--- src/rtl/lincheck_pkg.sv ---
package lincheck_pkg;
    typedef enum logic [1:0] {
        ST_IDLE,
        ST_SETTLE,
        ST_WAIT
    } sweep_state_e;
endpackage

--- src/rtl/lincheck_metric.sv ---
// Per-code arithmetic: error against the ideal level, half-LSB flag, error step.
module lincheck_metric #(
    parameter int N = 4,
    parameter int M = 7
) (
    input  logic [M-1:0]        adc,
    input  logic [N-1:0]        code,
    input  logic signed [M:0]   prev_err,
    output logic signed [M:0]   err,
    output logic [M:0]          err_mag,
    output logic                inl_flag,
    output logic signed [M+1:0] dnl,
    output logic [M+1:0]        dnl_mag
);
    localparam int D = M - N;

    logic [M:0] ideal;

    always_comb begin
        ideal    = {1'b0, code, {D{1'b0}}};
        err      = $signed({1'b0, adc}) - $signed(ideal);
        err_mag  = err[M] ? $unsigned(-err) : $unsigned(err);
        // any set bit at or above the half-LSB position
        inl_flag = |err_mag[M:D-1];
        dnl      = $signed({err[M], err}) - $signed({prev_err[M], prev_err});
        dnl_mag  = dnl[M+1] ? $unsigned(-dnl) : $unsigned(dnl);
    end
endmodule

--- src/rtl/lincheck_peak.sv ---
// Running maximum with the index where it first occurred.
module lincheck_peak #(
    parameter int W  = 8,
    parameter int IW = 4
) (
    input  logic          clk,
    input  logic          rst_n,
    input  logic          clr,
    input  logic          upd,
    input  logic [W-1:0]  mag,
    input  logic [IW-1:0] idx,
    output logic [W-1:0]  peak,
    output logic [IW-1:0] peak_idx
);
    logic [W-1:0]  peak_d, peak_q;
    logic [IW-1:0] idx_d, idx_q;

    always_comb begin
        peak_d = peak_q;
        idx_d  = idx_q;
        if (clr) begin
            peak_d = '0;
            idx_d  = '0;
        end else if (upd && (mag > peak_q)) begin
            peak_d = mag;
            idx_d  = idx;
        end
    end

    always_ff @(posedge clk or negedge rst_n) begin
        if (!rst_n) begin
            peak_q <= '0;
            idx_q  <= '0;
        end else begin
            peak_q <= peak_d;
            idx_q  <= idx_d;
        end
    end

    assign peak     = peak_q;
    assign peak_idx = idx_q;

    assert_peak_monotone_R7: assert property (@(posedge clk) disable iff (!rst_n)
        !$past(clr) |-> peak_q >= $past(peak_q));
endmodule

--- src/rtl/lincheck_sweep.sv ---
module lincheck_sweep #(
    parameter int N  = 4,
    parameter int M  = 7,
    parameter int SW = 8
) (
    input  logic                clk,
    input  logic                rst_n,
    input  logic                start,
    input  logic [SW-1:0]       settle_cycles,
    output logic                busy,
    output logic                done,
    output logic [N-1:0]        dac_code,
    output logic                dac_strobe,
    input  logic [M-1:0]        adc_sample,
    input  logic                adc_valid,
    output logic                res_valid,
    output logic [N-1:0]        res_code,
    output logic signed [M:0]   res_err,
    output logic                res_inl,
    output logic signed [M+1:0] res_dnl,
    output logic                res_dnl_valid,
    output logic [M:0]          worst_err_mag,
    output logic [N-1:0]        worst_err_code,
    output logic [M+1:0]        worst_dnl_mag,
    output logic [N-1:0]        worst_dnl_code,
    output logic                inl_any
);
    import lincheck_pkg::*;

    localparam logic [N-1:0] LAST_CODE = '1;
    localparam int           GW        = SW + 2;

    typedef struct packed {
        sweep_state_e      state;
        logic [N-1:0]      code;
        logic [SW-1:0]     cnt;
        logic              strobe;
        logic              done;
        logic signed [M:0] prev_err;
        logic              res_valid;
        logic [N-1:0]      res_code;
        logic signed [M:0] res_err;
        logic              res_inl;
        logic signed [M+1:0] res_dnl;
        logic              res_dnl_valid;
        logic              inl_any;
    } sweep_t;

    sweep_t st_d, st_q;

    logic signed [M:0]   err;
    logic [M:0]          err_mag;
    logic                inl_flag;
    logic signed [M+1:0] dnl;
    logic [M+1:0]        dnl_mag;
    logic                clr, take;

    lincheck_metric #(.N(N), .M(M)) u_metric (
        .adc      (adc_sample),
        .code     (st_q.code),
        .prev_err (st_q.prev_err),
        .err      (err),
        .err_mag  (err_mag),
        .inl_flag (inl_flag),
        .dnl      (dnl),
        .dnl_mag  (dnl_mag)
    );

    lincheck_peak #(.W(M+1), .IW(N)) u_peak_err (
        .clk (clk), .rst_n (rst_n), .clr (clr), .upd (take),
        .mag (err_mag), .idx (st_q.code),
        .peak (worst_err_mag), .peak_idx (worst_err_code)
    );

    lincheck_peak #(.W(M+2), .IW(N)) u_peak_dnl (
        .clk (clk), .rst_n (rst_n), .clr (clr), .upd (take && (st_q.code != '0)),
        .mag (dnl_mag), .idx (st_q.code),
        .peak (worst_dnl_mag), .peak_idx (worst_dnl_code)
    );

    always_comb begin
        st_d           = st_q;
        st_d.strobe    = 1'b0;
        st_d.done      = 1'b0;
        st_d.res_valid = 1'b0;
        clr            = 1'b0;
        take           = 1'b0;
        unique case (st_q.state)
            ST_IDLE: begin
                if (start) begin
                    st_d.state   = ST_SETTLE;
                    st_d.code    = '0;
                    st_d.cnt     = settle_cycles;
                    st_d.strobe  = 1'b1;
                    st_d.inl_any = 1'b0;
                    clr          = 1'b1;
                end
            end
            ST_SETTLE: begin
                if (st_q.cnt == '0) st_d.state = ST_WAIT;
                else                st_d.cnt   = st_q.cnt - 1'b1;
            end
            ST_WAIT: begin
                if (adc_valid) begin
                    take               = 1'b1;
                    st_d.res_valid     = 1'b1;
                    st_d.res_code      = st_q.code;
                    st_d.res_err       = err;
                    st_d.res_inl       = inl_flag;
                    st_d.res_dnl_valid = (st_q.code != '0);
                    st_d.res_dnl       = (st_q.code != '0) ? dnl : '0;
                    st_d.prev_err      = err;
                    st_d.inl_any       = st_q.inl_any | inl_flag;
                    if (st_q.code == LAST_CODE) begin
                        st_d.state = ST_IDLE;
                        st_d.done  = 1'b1;
                    end else begin
                        st_d.state  = ST_SETTLE;
                        st_d.code   = st_q.code + 1'b1;
                        st_d.cnt    = settle_cycles;
                        st_d.strobe = 1'b1;
                    end
                end
            end
            default: st_d.state = ST_IDLE;
        endcase
    end

    always_ff @(posedge clk or negedge rst_n) begin
        if (!rst_n) begin
            st_q       <= '0;
            st_q.state <= ST_IDLE;
        end else begin
            st_q <= st_d;
        end
    end

    assign busy          = (st_q.state != ST_IDLE);
    assign done          = st_q.done;
    assign dac_code      = st_q.code;
    assign dac_strobe    = st_q.strobe;
    assign res_valid     = st_q.res_valid;
    assign res_code      = st_q.res_code;
    assign res_err       = st_q.res_err;
    assign res_inl       = st_q.res_inl;
    assign res_dnl       = st_q.res_dnl;
    assign res_dnl_valid = st_q.res_dnl_valid;
    assign inl_any       = st_q.inl_any;

    // ---------------- checks ----------------
    assert_width_margin_R4: assert final (M >= N + 2);

    logic [GW-1:0] gap_q;
    always_ff @(posedge clk or negedge rst_n) begin
        if (!rst_n)             gap_q <= '0;
        else if (dac_strobe)    gap_q <= GW'(1);
        else if (gap_q != '1)   gap_q <= gap_q + 1'b1;
    end

    assert_settle_gap_R3: assert property (@(posedge clk) disable iff (!rst_n)
        res_valid |-> gap_q >= ({2'b00, settle_cycles} + GW'(2)));

    assert_code_step_R2: assert property (@(posedge clk) disable iff (!rst_n)
        (dac_strobe && dac_code != '0) |-> (res_valid && dac_code == res_code + 1'b1));

    assert_strobe_busy_R2: assert property (@(posedge clk) disable iff (!rst_n)
        dac_strobe |-> busy);

    assert_dnl_first_R6: assert property (@(posedge clk) disable iff (!rst_n)
        res_valid |-> (res_dnl_valid == (res_code != '0)));

    assert_inl_sticky_R9: assert property (@(posedge clk) disable iff (!rst_n)
        (res_valid && res_inl) |-> inl_any);

    assert_done_pulse_R10: assert property (@(posedge clk) disable iff (!rst_n)
        done |=> !done);

    assert_done_last_R10: assert property (@(posedge clk) disable iff (!rst_n)
        done |-> (res_valid && res_code == LAST_CODE && !busy));

    assert_busy_start_R12: assert property (@(posedge clk) disable iff (!rst_n)
        (busy && start) |=> !(dac_strobe && dac_code == '0));
endmodule

--- config.mk ---
export PLATFORM = sky130hd
export DESIGN_NAME = lincheck_sweep
export DESIGN_NICKNAME = d
export VERILOG_FILES = /design/src/rtl/lincheck_pkg.sv /design/src/rtl/lincheck_metric.sv /design/src/rtl/lincheck_peak.sv /design/src/rtl/lincheck_sweep.sv
export SDC_FILE = /design/constraint.sdc
export NUM_CORES = 1
export LEC_CHECK = 0
export ABC_CLOCK_PERIOD_IN_PS = 12000
export BUFFER_PORTS_ARGS = -buffer_cell sky130_fd_sc_hd__clkbuf_2
export CAP_MARGIN = 20
export CELL_PAD_IN_SITES_DETAIL_PLACEMENT = 1
export CELL_PAD_IN_SITES_GLOBAL_PLACEMENT = 1
export CORE_MARGIN = 2
export CORE_UTILIZATION = 40
export CTS_CLUSTER_DIAMETER = 60
export DETAILED_ROUTE_END_ITERATION = 7
export PLACE_DENSITY_LB_ADDON = 0.1
export SYNTH_ARGS = -nofsm -noshare
export SYNTH_HDL_FRONTEND = slang
export SYNTH_HIERARCHICAL = 1
export SYNTH_SLANG_ARGS = --single-unit
--- constraint.sdc ---
create_clock -name clk -period 12 [get_ports clk]
set_clock_uncertainty 0.15 [all_clocks]
set_input_delay 0 -clock clk [delete_from_list [all_inputs] [get_ports clk]]
set_output_delay 0 -clock clk [all_outputs]
set_load 0.02 [all_outputs]
== Yosys cells after proc, flatten, opt, wreduce, memory -nomap -nowiden ==
Cells that the tools add are included.

* Bits in registers: 66
* Input bits: 19
* Word-level logic and storage cells: 79
* Output and inout bits: 57

* Bitwise gates (word level): 1
* Muxes and demuxes: 29
* Eq/ne operators: 8
* Order comparisons: 2
* Add/subtract/negate cells: 6
* Reduce and logical (&&, ||, !) cells: 17

{| class="wikitable"
|+ Operators with widths
! operator !! number
|-
| 49-bit 2-to-1 mux || 1
|-
| 9-bit 2-to-1 mux || 4
|-
| 33-bit 2-to-1 mux || 1
|-
| 8-bit 2-to-1 mux || 4
|-
| 8-bit one-hot mux with 3 select lines || 1
|-
| 4-bit 2-to-1 mux || 4
|-
| 15-bit 2-to-1 mux || 1
|-
| 13-bit 2-to-1 mux || 1
|-
| 2-bit != test, second input constant || 5
|-
| 9-bit greater-than comparator || 1
|-
| 9-bit negation || 1
|-
| 8-bit by 8-bit subtractor with 9-bit output || 1
|-
| 8-bit greater-than comparator || 1
|-
| 8-bit logical NOT || 1
|-
| 8-bit negation || 1
|-
| 4-bit one-hot mux with 2 select lines || 1
|-
| 2-bit nonzero test || 4
|-
| 7-bit by 7-bit subtractor with 8-bit output || 1
|-
| 8-bit by 1-bit subtractor with 8-bit output, second input constant || 1
|-
| 1-bit 2-to-1 mux || 7
|-
| 2-bit one-hot mux with 3 select lines || 1
|-
| 3-bit AND reduction || 2
|-
| 6-bit OR reduction || 1
|-
| 5-bit AND reduction || 1
|-
| 13 further kinds || 16
|}

== Depth between registers and ports, before layout ==
Gate-level depths: netlist (run 1).

* Depth after elaboration: 8
* Depth in mapped cells: 20
* Gate-level depth less buffers: 18

== Modules after synthesis ==
The synthesis (run 1) kept the hierarchy.

{| class="wikitable"
|+ Modules (own cells, without submodules)
! module !! cells each !! instances !! area each (um^2) !! sequential area each (um^2)
|-
| lincheck_sweep || 198 || 1 || 2095.8 || 1026.0
|-
| lincheck_peak (u_peak_dnl) || 88 || 1 || 898.4 || 325.3
|-
| lincheck_peak (u_peak_err) || 80 || 1 || 809.5 || 300.3
|-
| lincheck_metric || 111 || 1 || 807.0 || 0.0
|}

== Worst setup path before layout (run 1) ==
Ideal clock, no wire load.

* Path type: register to register
* Start: reg st_q, in the netlist dac_code[0]
* End: reg u_peak_dnl.idx_q[3] (netlist: u_peak_dnl/peak_idx[3])
* Clock period less this slack: 4.477 ns
* Buffers on the path: 2
* Stages on the path, launching flop included: 19
* Slack: 7.523 ns
* Arrival: 4.204 ns
* Library setup time: 0.123 ns
* Data required time: 11.727 ns
* Cells stage by stage: dfrtp_1 -> ha_1 -> inv_1 -> fa_1 -> xor2_1 -> ha_1 -> and3_1 -> a221oi_2 -> xor2_1 -> inv_1 -> or4b_1 -> nor3_2 -> ha_1 -> a41oi_2 -> o21ai_0 -> o211a_1 -> buf_6 -> buf_12 -> mux2i_1

* Cells in the longest elaborated chain, start to end: 7
* Elaborated cells on any way between the ends: 9
* Those cells by class: add/sub: 3; order compare: 1; mux: 1; reduce/logical: 4

{| class="wikitable"
|+ RTL lines
! item !! RTL line !! RTL
|-
| start, declared || lincheck_sweep.sv:49 || <nowiki>sweep_t st_d, st_q;</nowiki>
|-
| start signal, assigned || lincheck_sweep.sv:134 || <nowiki>st_q <= st_d;</nowiki>
|-
| 7-bit by 7-bit subtractor with 8-bit output || lincheck_metric.sv:21 || <nowiki>err = $signed({1'b0, adc}) - $signed(ideal);</nowiki>
|-
| named net err[5] || lincheck_sweep.sv:51 || <nowiki>logic signed [M:0] err;</nowiki>
|-
| 8-bit by 8-bit subtractor with 9-bit output || lincheck_metric.sv:25 || <nowiki>dnl = $signed({err[M], err}) - $signed({prev_err[M], prev_err});</nowiki>
|-
| named net dnl[6] || lincheck_sweep.sv:54 || <nowiki>logic signed [M+1:0] dnl;</nowiki>
|-
| 9-bit negation || lincheck_metric.sv:26 || <nowiki>dnl_mag = dnl[M+1] ? $unsigned(-dnl) : $unsigned(dnl);</nowiki>
|-
| 9-bit 2-to-1 mux || lincheck_metric.sv:26 ||
|-
| named net dnl_mag[8] || lincheck_sweep.sv:55 || <nowiki>logic [M+1:0] dnl_mag;</nowiki>
|-
| 9-bit greater-than comparator || lincheck_peak.sv:24 || <nowiki>end else if (upd && (mag > peak_q)) begin</nowiki>
|-
| 1-bit logical AND || lincheck_peak.sv:24 ||
|-
| 2-bit nonzero test (no line) || -- ||
|-
| end signal, assigned || lincheck_peak.sv:36 || <nowiki>idx_q <= idx_d;</nowiki>
|-
| end, declared || lincheck_peak.sv:16 || <nowiki>logic [IW-1:0] idx_d, idx_q;</nowiki>
|}

The timed path passes the listed nets, and every way through them passes these cells.
A chain may end at the register's enable or synchronous reset.

== Final worst setup path (run 1) ==
* Start: reg st_q, in the netlist dac_code[0]
* End: reg u_peak_dnl.peak_q[5] (netlist: u_peak_dnl/peak[5])

* Cells in the longest elaborated chain, start to end: 7
* Elaborated cells on any way between the ends: 11
* Those cells by class: add/sub: 3; order compare: 1; mux: 3; reduce/logical: 4

{| class="wikitable"
|+ RTL lines
! item !! RTL line !! RTL
|-
| 7-bit by 7-bit subtractor with 8-bit output || lincheck_metric.sv:21 ||
|-
| named net err[5] || lincheck_sweep.sv:51 ||
|-
| 8-bit by 8-bit subtractor with 9-bit output || lincheck_metric.sv:25 ||
|-
| named net dnl[6] || lincheck_sweep.sv:54 ||
|-
| 9-bit negation || lincheck_metric.sv:26 ||
|-
| 9-bit 2-to-1 mux || lincheck_metric.sv:26 ||
|-
| named net dnl_mag[8] || lincheck_sweep.sv:55 ||
|-
| 9-bit greater-than comparator || lincheck_peak.sv:24 ||
|-
| 1-bit logical AND || lincheck_peak.sv:24 ||
|-
| 2-bit nonzero test (no line) || -- ||
|-
| end signal, assigned || lincheck_peak.sv:35 || <nowiki>peak_q <= peak_d;</nowiki>
|-
| end, declared || lincheck_peak.sv:15 || <nowiki>logic [W-1:0] peak_d, peak_q;</nowiki>
|}

The timed path passes the listed nets, and every way through them passes these cells. The select of a mux whose other input is x is not followed.

==> impl_results.md, run 1 <==
- Num ports: 76
- Ys async rst share: 100%
- PD cells: 254 mW/mm^2
- Initial core utilization: 40.7%
- Clk pin slew, worst setup/hold paths: 0.05 ns
- Worst R2R Start: dac_code[0]
- Top Layer Used: met4
- Crit path from: dac_code[0]
- Worst EP required: 12.10 ns
- Clock latency on the worst-skew pair: 0.34 ns
- Worst r2r dst: u_peak_dnl/peak[5]
- Post-synthesis register bit count: 66
- Largest net degree at the start of global routing: 67
- CTS Buffer Depth: 2
- GP Congestion: 0.850
- Leakage: 0.00266 uW
- CTS Buf Count: 9
- Mapped Area: 0.00461 mm^2
- Met2 wire length: 5830 um
- Post-CTS Setup Repair Bufs: 0
- Diodes inserted: 0
- Syn Nets: 536
- Clock sinks: 66
- Dominant synthesized flop cell: dfrtp_1
- Layout Nets: 596
- Max-cap viol count: 0
- DPL Wire Length: 8560 um
- CTS tree: built
- Worst Path Arrival: 5.19 ns
- H-Tree Level Count: 3
- Die width: 111 um
- R2R Setup Slk: 6.91 ns
- Worst setup SP type: flip-flop
- Gr usage total: 20.0%
- DR iter-0 viols: 135
- # setup viols final: 0
- Setup TNS: 0 ns
- Vias in the first global route: 3821
- Gr ovfl total: 0
- Initial antenna violation count: 0
- Share of cells above drive strength 1: 21.2%
- Number of vias per cell: 5.21
- Max Fanout on Critical Path: 13
- Core area: 0.0113 mm^2
- Status: completed
- Layout Utilization: 47.6%
- Wire per inst: 17.0 um
- Least-Margin Pin Slew: 0.963 ns
- Metal-1 WL: 5280 um
- Sequential fraction of the synthesis area: 35.8%
- Vias: 3568
- Synth Area per Inst: 9.67 um^2
- Rel. slew slack: 35.8%
- Layout fillers: 1309
- Critical path endpoint: u_peak_dnl/peak[5]
- RSZ-0062 raised after global routing: false
- Cells after Synth: 477
- Fmax: 0.197 GHz
- Num rows: 39
- I/O Buffers: 75
- Final WL: 11700 um
- Die area: 0.0124 mm^2
- Area Overhead vs Synth: 16.8%
- Tmin final: 5.09 ns
- Worst VDD drop: 0.0000946 V
- Post-route ant nets: 0
- DR WL met3: 317 um
- Hold Crit Class: input pin to flip-flop
- CTS Root Cell: clkbuf_16
- Ys Warns: 6
- # DRC: 0
- Final slew viol count: 0
- CP endpoint kind: flip-flop
- Number of synthesized flops with an enable pin: 0
- R2R cell count: 16
- First-pass GRT wire length: 19700 um
- Die Height: 111 um
- Library cells used by synthesis: 57
- Hold Vio Cnt, Final: 0
- Crit Path Category: flip-flop to flip-flop
- DR pass1 iterations: 4
- Final period utilization: 42.4%
-- critical path: stages, from the launching register on --
cell	delay, ns
dfrtp_1	0.50
ha_1	0.21
inv_1	0.06
fa_1	0.40
xor2_1	0.36
ha_1	0.35
and3_1	0.20
a221oi_2	0.29
xor2_1	0.21
inv_1	0.10
or4b_1	0.55
nor3_2	0.17
ha_1	0.30
nand4_1	0.13
o31a_1	0.13
o211a_1	0.58
mux2i_1	0.30
-- how the worst min path moves through the flow --
stage	start	endpoint	slack, ns	cells after the start
6_report	adc_sample[4]	res_err[4]	0.13	3
4_1_cts	adc_sample[4]	res_err[4]	0.13	3
2_1_floorplan	rst_n	dac_code[0]	-0.45	0
5_1_grt	adc_sample[4]	res_err[4]	0.18	3
3_3_place_gp	rst_n	res_err[1]	0.12	2
3_5_place_dp	rst_n	res_err[1]	0.12	2
-- metal layers --
layer | vias up | track usage (%)
met5 | - | 0
met4 | 0 | 8.48
met3 | 18 | 3.48
met2 | 55 | 34.4
met1 | 1763 | 24.9
li1 | 1732 | -
-- flip-flops by register name, summed over array words and instances (netlist names), 8 cells and up --
| register | count |
|---|---|
| u_peak_err/peak | 8 |
| res_dnl | 9 |
| u_peak_dnl/peak | 9 |
| res_err | 8 |
| st_q | 10 |
-- report_power, final --
| group | switching [uW] | internal (uW) | leakage [uW] | total [uW] |
|---|---|---|---|---|
| registers | 39.6 | 269 | 0.000893 | 308 |
| logic | 445 | 299 | 0.00159 | 744 |
| clock network | 102 | 213 | 0.000176 | 315 |
-- cell usage after synthesis, drive strengths merged, types with 3 or more instances --
| master | instances | area share (%) |
|---|---|---|
| nand2 | 18 | 1.5 |
| clkbuf | 7 | 0.57 |
| a22oi | 5 | 0.81 |
| xnor2 | 10 | 1.9 |
| a31oi | 6 | 0.81 |
| nor3 | 6 | 0.76 |
| xor2 | 9 | 1.7 |
| mux2i | 28 | 6.1 |
| nand2b | 55 | 7.5 |
| nor2 | 18 | 1.5 |
| buf | 35 | 6.1 |
| o31ai | 3 | 0.49 |
| mux2 | 11 | 2.7 |
| a22o | 11 | 2.1 |
| a21oi | 21 | 2.3 |
| nand4 | 8 | 1.2 |
| o21ai | 22 | 2.4 |
| nor2b | 5 | 0.68 |
| a21o | 9 | 1.5 |
| inv | 53 | 4.3 |
| ha | 38 | 10 |
| dfrtp | 66 | 36 |
-- cell usage in the layout, fill, tap and decap left out, types with 9 or more instances in the layout --
| cell type | instances |
|---|---|
| clkbuf_2 | 74 |
| dfrtp_1 | 66 |
| nand2b_1 | 55 |
| inv_1 | 52 |
| ha_1 | 38 |
| mux2i_1 | 28 |
| a21oi_1 | 21 |
| nand2_1 | 18 |
| o21ai_0 | 18 |
| nor2_1 | 17 |
| dlygate4sd3_1 | 14 |
| a22o_1 | 11 |
| mux2_2 | 11 |
| xnor2_1 | 10 |
| a21o_1 | 9 |
| clkbuf_16 | 9 |
| xor2_1 | 9 |
-- final cells by class --
| cell class | instances | area (um^2) | share of cell area (%) |
|---|---|---|---|
| clock buffers | 11 | 253 | 4.69 |
| clock inverters | 5 | 100 | 1.86 |
| well taps | 143 | 179 | 3.32 |
| inverters | 53 | 199 | 3.69 |
| repair buffers | 91 | 551 | 10.2 |
| flip-flops and latches | 66 | 1650 | 30.7 |
| multi-input cells | 316 | 2450 | 45.6 |
-- metrics by stage --
step / cells / total power [uW] / hold WS, ns / setup slack (ns) / instance area, um^2
final: 685 / 1370 / 0.125 / 6.91 / 5390
after global routing: 685 / 1480 / 0.180 / 6.45 / 5390
after CTS: 684 / 1380 / 0.125 / 6.86 / 5360
after detailed placement: 654 / 1050 / 0.120 / 6.88 / 4870
after global placement: 654 / 1030 / 0.116 / 7.11 / 4870
after floorplan: 477 / 889 / -0.446 / 7.52 / 4610
-- cell families (layout without fill, tap and decap cells) --
group                    count (synthesis)  count (layout)  share of synthesized area [%]
AO/OA/AOI/OAI                           93              93                           13.8
XOR/XNOR                                19              19                           3.61
adder cells (fa/ha/maj)                 40              40                           11.2
buffers and inverters                   95             160                           11.0
flip-flops                              66              66                           35.8
multiplexers                            39              39                           8.77
AND/OR/NAND/NOR                        125             125                           15.9
-- timing repair --
| action | CTS | global route |
|---|---|---|
| hold buffers | 14 | 0 |
| hold endpoints to repair | 81 | 0 |
| gates resized for setup | 0 | 0 |
Note: power is estimated with default switching activity, not from simulation.
==> run 2: changes to the inputs <==
--- a/config.mk
+++ b/config.mk
@@ -5,7 +5,8 @@
 export SDC_FILE = /design/constraint.sdc
 export NUM_CORES = 1
 export LEC_CHECK = 0
-export ABC_CLOCK_PERIOD_IN_PS = 12000
+export ABC_AREA = 1
+export ABC_CLOCK_PERIOD_IN_PS = 4950
 export BUFFER_PORTS_ARGS = -buffer_cell sky130_fd_sc_hd__clkbuf_2
 export CAP_MARGIN = 20
 export CELL_PAD_IN_SITES_DETAIL_PLACEMENT = 1
==> constraint.sdc (replaced) <==
create_clock -name clk -period 4.95 [get_ports clk]
set_clock_uncertainty 0.15 [all_clocks]
set_input_delay 0 -clock clk [delete_from_list [all_inputs] [get_ports clk]]
set_output_delay 0 -clock clk [all_outputs]
set_load 0.02 [all_outputs]
==> impl_results.md, run 2 <==
- Status: completed (unchanged)
- Cell depth of the worst setup path: 23 (was 16)
- Leakage: 0.00310 uW (was 0.00266 uW)
- Share of power burned in registers: 22.4% (was 22.5%)
- Post-route ant nets: 0 (unchanged)
- Worst setup SP type: flip-flop (unchanged)
- Vias in the first global route: 4684 (was 3821)
- Sequential fraction of the synthesis area: 33.4% (was 35.8%)
- Worst r2r dst: u_peak_dnl/peak_idx[0] (was u_peak_dnl/peak[5])
- Combinational power share: 56.7% (was 54.4%)
- Most flops, register: st_q (unchanged)
- Buffers & Inverters on Critical Path: 2 (unchanged)
- Num rows: 40 (was 39)
- Commonest non-fill, non-tap cell in the layout: nand2_1 (was clkbuf_2)
- Initial antenna violation count: 0 (unchanged)
- Final WL: 13500 um (was 11700 um)
- Layout Utilization: 47.0% (was 47.6%)
- Hold Vio Cnt, Final: 0 (unchanged)
- I/O Buffers: 75 (unchanged)
- Mapped Area: 0.00495 mm^2 (was 0.00461 mm^2)
- Wire per inst: 15.3 um (was 17.0 um)
- Synth area leaders: dfrtp_1, nand2_1, ha_1 (was dfrtp_1, ha_1, nand2b_1)
- Met2 wire length: 6770 um (was 5830 um)
- Max Fanout on Critical Path: 14 (was 13)
- Register area: 0.00165 mm^2 (unchanged)
- Largest net degree at the start of global routing: 67 (unchanged)
- Placed insts: 856 (was 654)
- Delay-heaviest family, CP: simple AND/OR/NAND/NOR gates (was adder cells)
- R2R Setup Slk: 0.54 ns (was 6.91 ns)
- Final slew viol count: 0 (unchanged)
- Die area: 0.0133 mm^2 (was 0.0124 mm^2)
- R2R cell count: 23 (was 16)
- CP max stage cell: dfrtp_1 (was o211a_1)
- Fin cells: 886 (was 685)
- Crit path top cell by count: nand2_1 (was ha_1)
- Leading cell types by count after synthesis: nand2_1, inv_1, dfrtp_1 (was dfrtp_1, nand2b_1, inv_1)
- Gr ovfl total: 0 (unchanged)
- Clock group share of total power: 20.9% (was 23.1%)
- Yosys top cell by area: dfrtp_1 (unchanged)
- Number of synthesized flops with an enable pin: 0 (unchanged)
- NetSw: 1580 uW (was 587 uW)
- Area of the multi-input gates: 0.00258 mm^2 (was 0.00245 mm^2)
- Top Layer Used: met4 (unchanged)
- Number of flip-flops in the largest register: 10 (unchanged)
- Least-Margin Pin Slew: 0.893 ns (was 0.963 ns)
- Initial core utilization: 41.0% (was 40.7%)
- Diodes inserted: 0 (unchanged)
- Gr usage total: 21.8% (was 20.0%)
- DR pass1 iterations: 4 (unchanged)
- Num ports: 76 (unchanged)
- Worst setup margin: 0.542 ns (was 6.91 ns)
- Most frequent cells in the layout: nand2_1, inv_1, clkbuf_2 (was clkbuf_2, dfrtp_1, nand2b_1)
- Worst EP required: 5.07 ns (was 12.10 ns)
- Worst VDD drop: 0.000234 V (was 0.0000946 V)
- Final period utilization: 89.1% (was 42.4%)
- Die width: 115 um (was 111 um)
- Hold path cells: 4 (was 3)
- Number of vias per cell: 4.94 (was 5.21)
- Slowest stage delay, CP: 0.48 ns (was 0.58 ns)
- Ys Warns: 6 (unchanged)
- Clock sinks: 66 (unchanged)
- Crit Path Category: flip-flop to flip-flop (unchanged)
- GP Congestion: 0.880 (was 0.850)
- CTS Root Cell: clkbuf_16 (unchanged)
- Clk pin slew, worst setup/hold paths: 0.06 ns (was 0.05 ns)
- # setup viols final: 0 (unchanged)
- # DRC: 0 (unchanged)
- CTS tree: built (unchanged)
- Layout Nets: 772 (was 596)
- Worst R2R Start: dac_code[0] (unchanged)
- Worst Path Arrival: 4.53 ns (was 5.19 ns)
- Setup WS pre-CTS: 0.585 ns (was 6.88 ns)
- Max-cap viol count: 0 (unchanged)
- Synth Area per Inst: 7.56 um^2 (was 9.67 um^2)
- Hold Crit Class: input pin to flip-flop (unchanged)
- HP Start: adc_sample[4] (unchanged)
- Rel. slew slack: 40.4% (was 35.8%)
- Syn Nets: 713 (was 536)
- Setup TNS: 0 ns (unchanged)
- Clock latency on the worst-skew pair: 0.34 ns (about the same)
- Cells after Synth: 654 (was 477)
- DPL Wire Length: 10200 um (was 8560 um)
- End of the worst hold path: res_err[4] (unchanged)
- PD cells: 572 mW/mm^2 (was 254 mW/mm^2)
- DR iter-0 viols: 197 (was 135)
- Switching Share: 48.7% (was 42.9%)
- CTS Buffer Depth: 2 (unchanged)
- Cell Int Power: 1660 uW (was 781 uW)
- Fmax: 0.227 GHz (was 0.197 GHz)
- Vias: 4376 (was 3568)
- RSZ-0062 raised after global routing: false (unchanged)
- H-Tree Level Count: 3 (unchanged)
- Post-CTS Setup Repair Bufs: 0 (unchanged)
- Metal-1 WL: 6080 um (was 5280 um)
- CTS Buf Count: 9 (unchanged)
- Most common cell in the synthesized netlist: nand2_1 (was dfrtp_1)
- Core area: 0.0121 mm^2 (was 0.0113 mm^2)
- First-pass GRT wire length: 22700 um (was 19700 um)
- Ys async rst share: 100% (unchanged)
- Tmin final: 4.41 ns (was 5.09 ns)
- Post-synthesis register bit count: 66 (unchanged)
- Die Height: 115 um (was 111 um)
- Area Overhead vs Synth: 14.7% (was 16.8%)
- Synth top area share: 33.4% (was 35.8%)
- Share of cells above drive strength 1: 21.7% (was 21.2%)
- CP endpoint kind: flip-flop (unchanged)
- Library cells used by synthesis: 41 (was 57)
- Layout fillers: 1530 (was 1309)
- Dominant synthesized flop cell: dfrtp_1 (unchanged)
- Critical-path cell list: ha_1 > inv_1 > fa_1 > xor2_1 > ha_1 > a21oi_1 > nand2_2 > nand2_2 > nand2_2 > o21ai_2 > nand2_1 > nand2_1 > nand2_1 > ha_1 > nand2_1 > inv_1 > nand2_1 > nand2_1 > nand2_1 > nand3_2 > nand2_4 > nand3_1 > nand2_1 (was ha_1 > inv_1 > fa_1 > xor2_1 > ha_1 > and3_1 > a221oi_2 > xor2_1 > inv_1 > or4b_1 > nor3_2 > ha_1 > nand4_1 > o31a_1 > o211a_1 > mux2i_1)
- DR WL met3: 391 um (was 317 um)
-- run 2: changes by cell type after synthesis, sizes merged, moves of 11 or more --
| cell | previous run | this run |
|---|---|---|
| nand2 | 18 | 199 |
| nand3 | 2 | 68 |
| nand2b | 55 | 0 |
| inv | 53 | 97 |
| mux2i | 28 | 0 |
| nor2 | 18 | 40 |
| nand4 | 8 | 26 |
| mux2 | 11 | 0 |
-- run 2: logic make-up (layout without fill, tap and decap cells) --
family / after synthesis / in the layout / share of synthesized area [%]
compound gates: 56 / 56 / 7.03
flops: 66 / 66 / 33.4
simple gates: 341 / 341 / 33.4
xor+xnor: 7 / 7 / 1.24
buf+inv: 144 / 208 / 14.5
fa+ha+maj: 40 / 40 / 10.4
-- run 2: what timing repair did --
action                    4_1_cts  5_1_grt
hold buffers                   14        0
hold endpoints to repair       82        0
resized for setup               0        0
-- run 2: metrics by stage --
| stage | area (um^2) | power [uW] | hold slack [ns] |
|---|---|---|---|
| 2_1_floorplan | 4950 | 2220 | -0.446 |
| 3_3_place_gp | 5220 | 2490 | 0.111 |
| 3_5_place_dp | 5220 | 2570 | 0.120 |
| 4_1_cts | 5670 | 3280 | 0.106 |
| 5_1_grt | 5670 | 3570 | 0.169 |
| 6_report | 5670 | 3250 | 0.110 |
-- run 2: worst register-to-register path: cells and delay by family, from the launching register on --
| family | cells | cell delay (ns) |
|---|---|---|
| flops | 1 | 0.48 |
| compound gates | 2 | 0.49 |
| fa+ha+maj | 4 | 1.27 |
| xor+xnor | 1 | 0.32 |
| simple gates | 14 | 1.51 |
| buf+inv | 2 | 0.11 |
-- run 2: layout make-up --
class	count	area share [%]
inverters	100	6.68
flip-flops and latches	66	29.1
repair buffers	92	9.48
multi-input cells	444	45.5
clock inverters	4	0.860
clock buffers	12	4.70
well taps	168	3.71
-- run 2: worst max-delay path by stage --
stage | startpoint | to
floorplan | dac_code[0] | u_peak_dnl/peak[0]
global placement | dac_code[0] | u_peak_dnl/peak[8]
detailed placement | dac_code[0] | u_peak_dnl/peak_idx[0]
CTS | dac_code[0] | u_peak_dnl/peak_idx[0]
global route | dac_code[0] | u_peak_dnl/peak_idx[0]
finish | dac_code[0] | u_peak_dnl/peak_idx[0]
-- run 2: layer usage --
metal / GRT usage [%] / vias to the layer above
met1: 26.7 / 2115
met4: 7.95 / 0
li1: - / 2184
met3: 4.01 / 16
met2: 38.3 / 61
met5: 0 / -
-- run 2: power by group through the flow --
stage               Clock, uW  Combinational [uW]  Sequential, uW
floorplan                   0                1480             744
global route              725                2100             745
CTS                       696                1860             729
detailed placement          0                1830             738
finish                    678                1840             727
global placement            0                1760             733
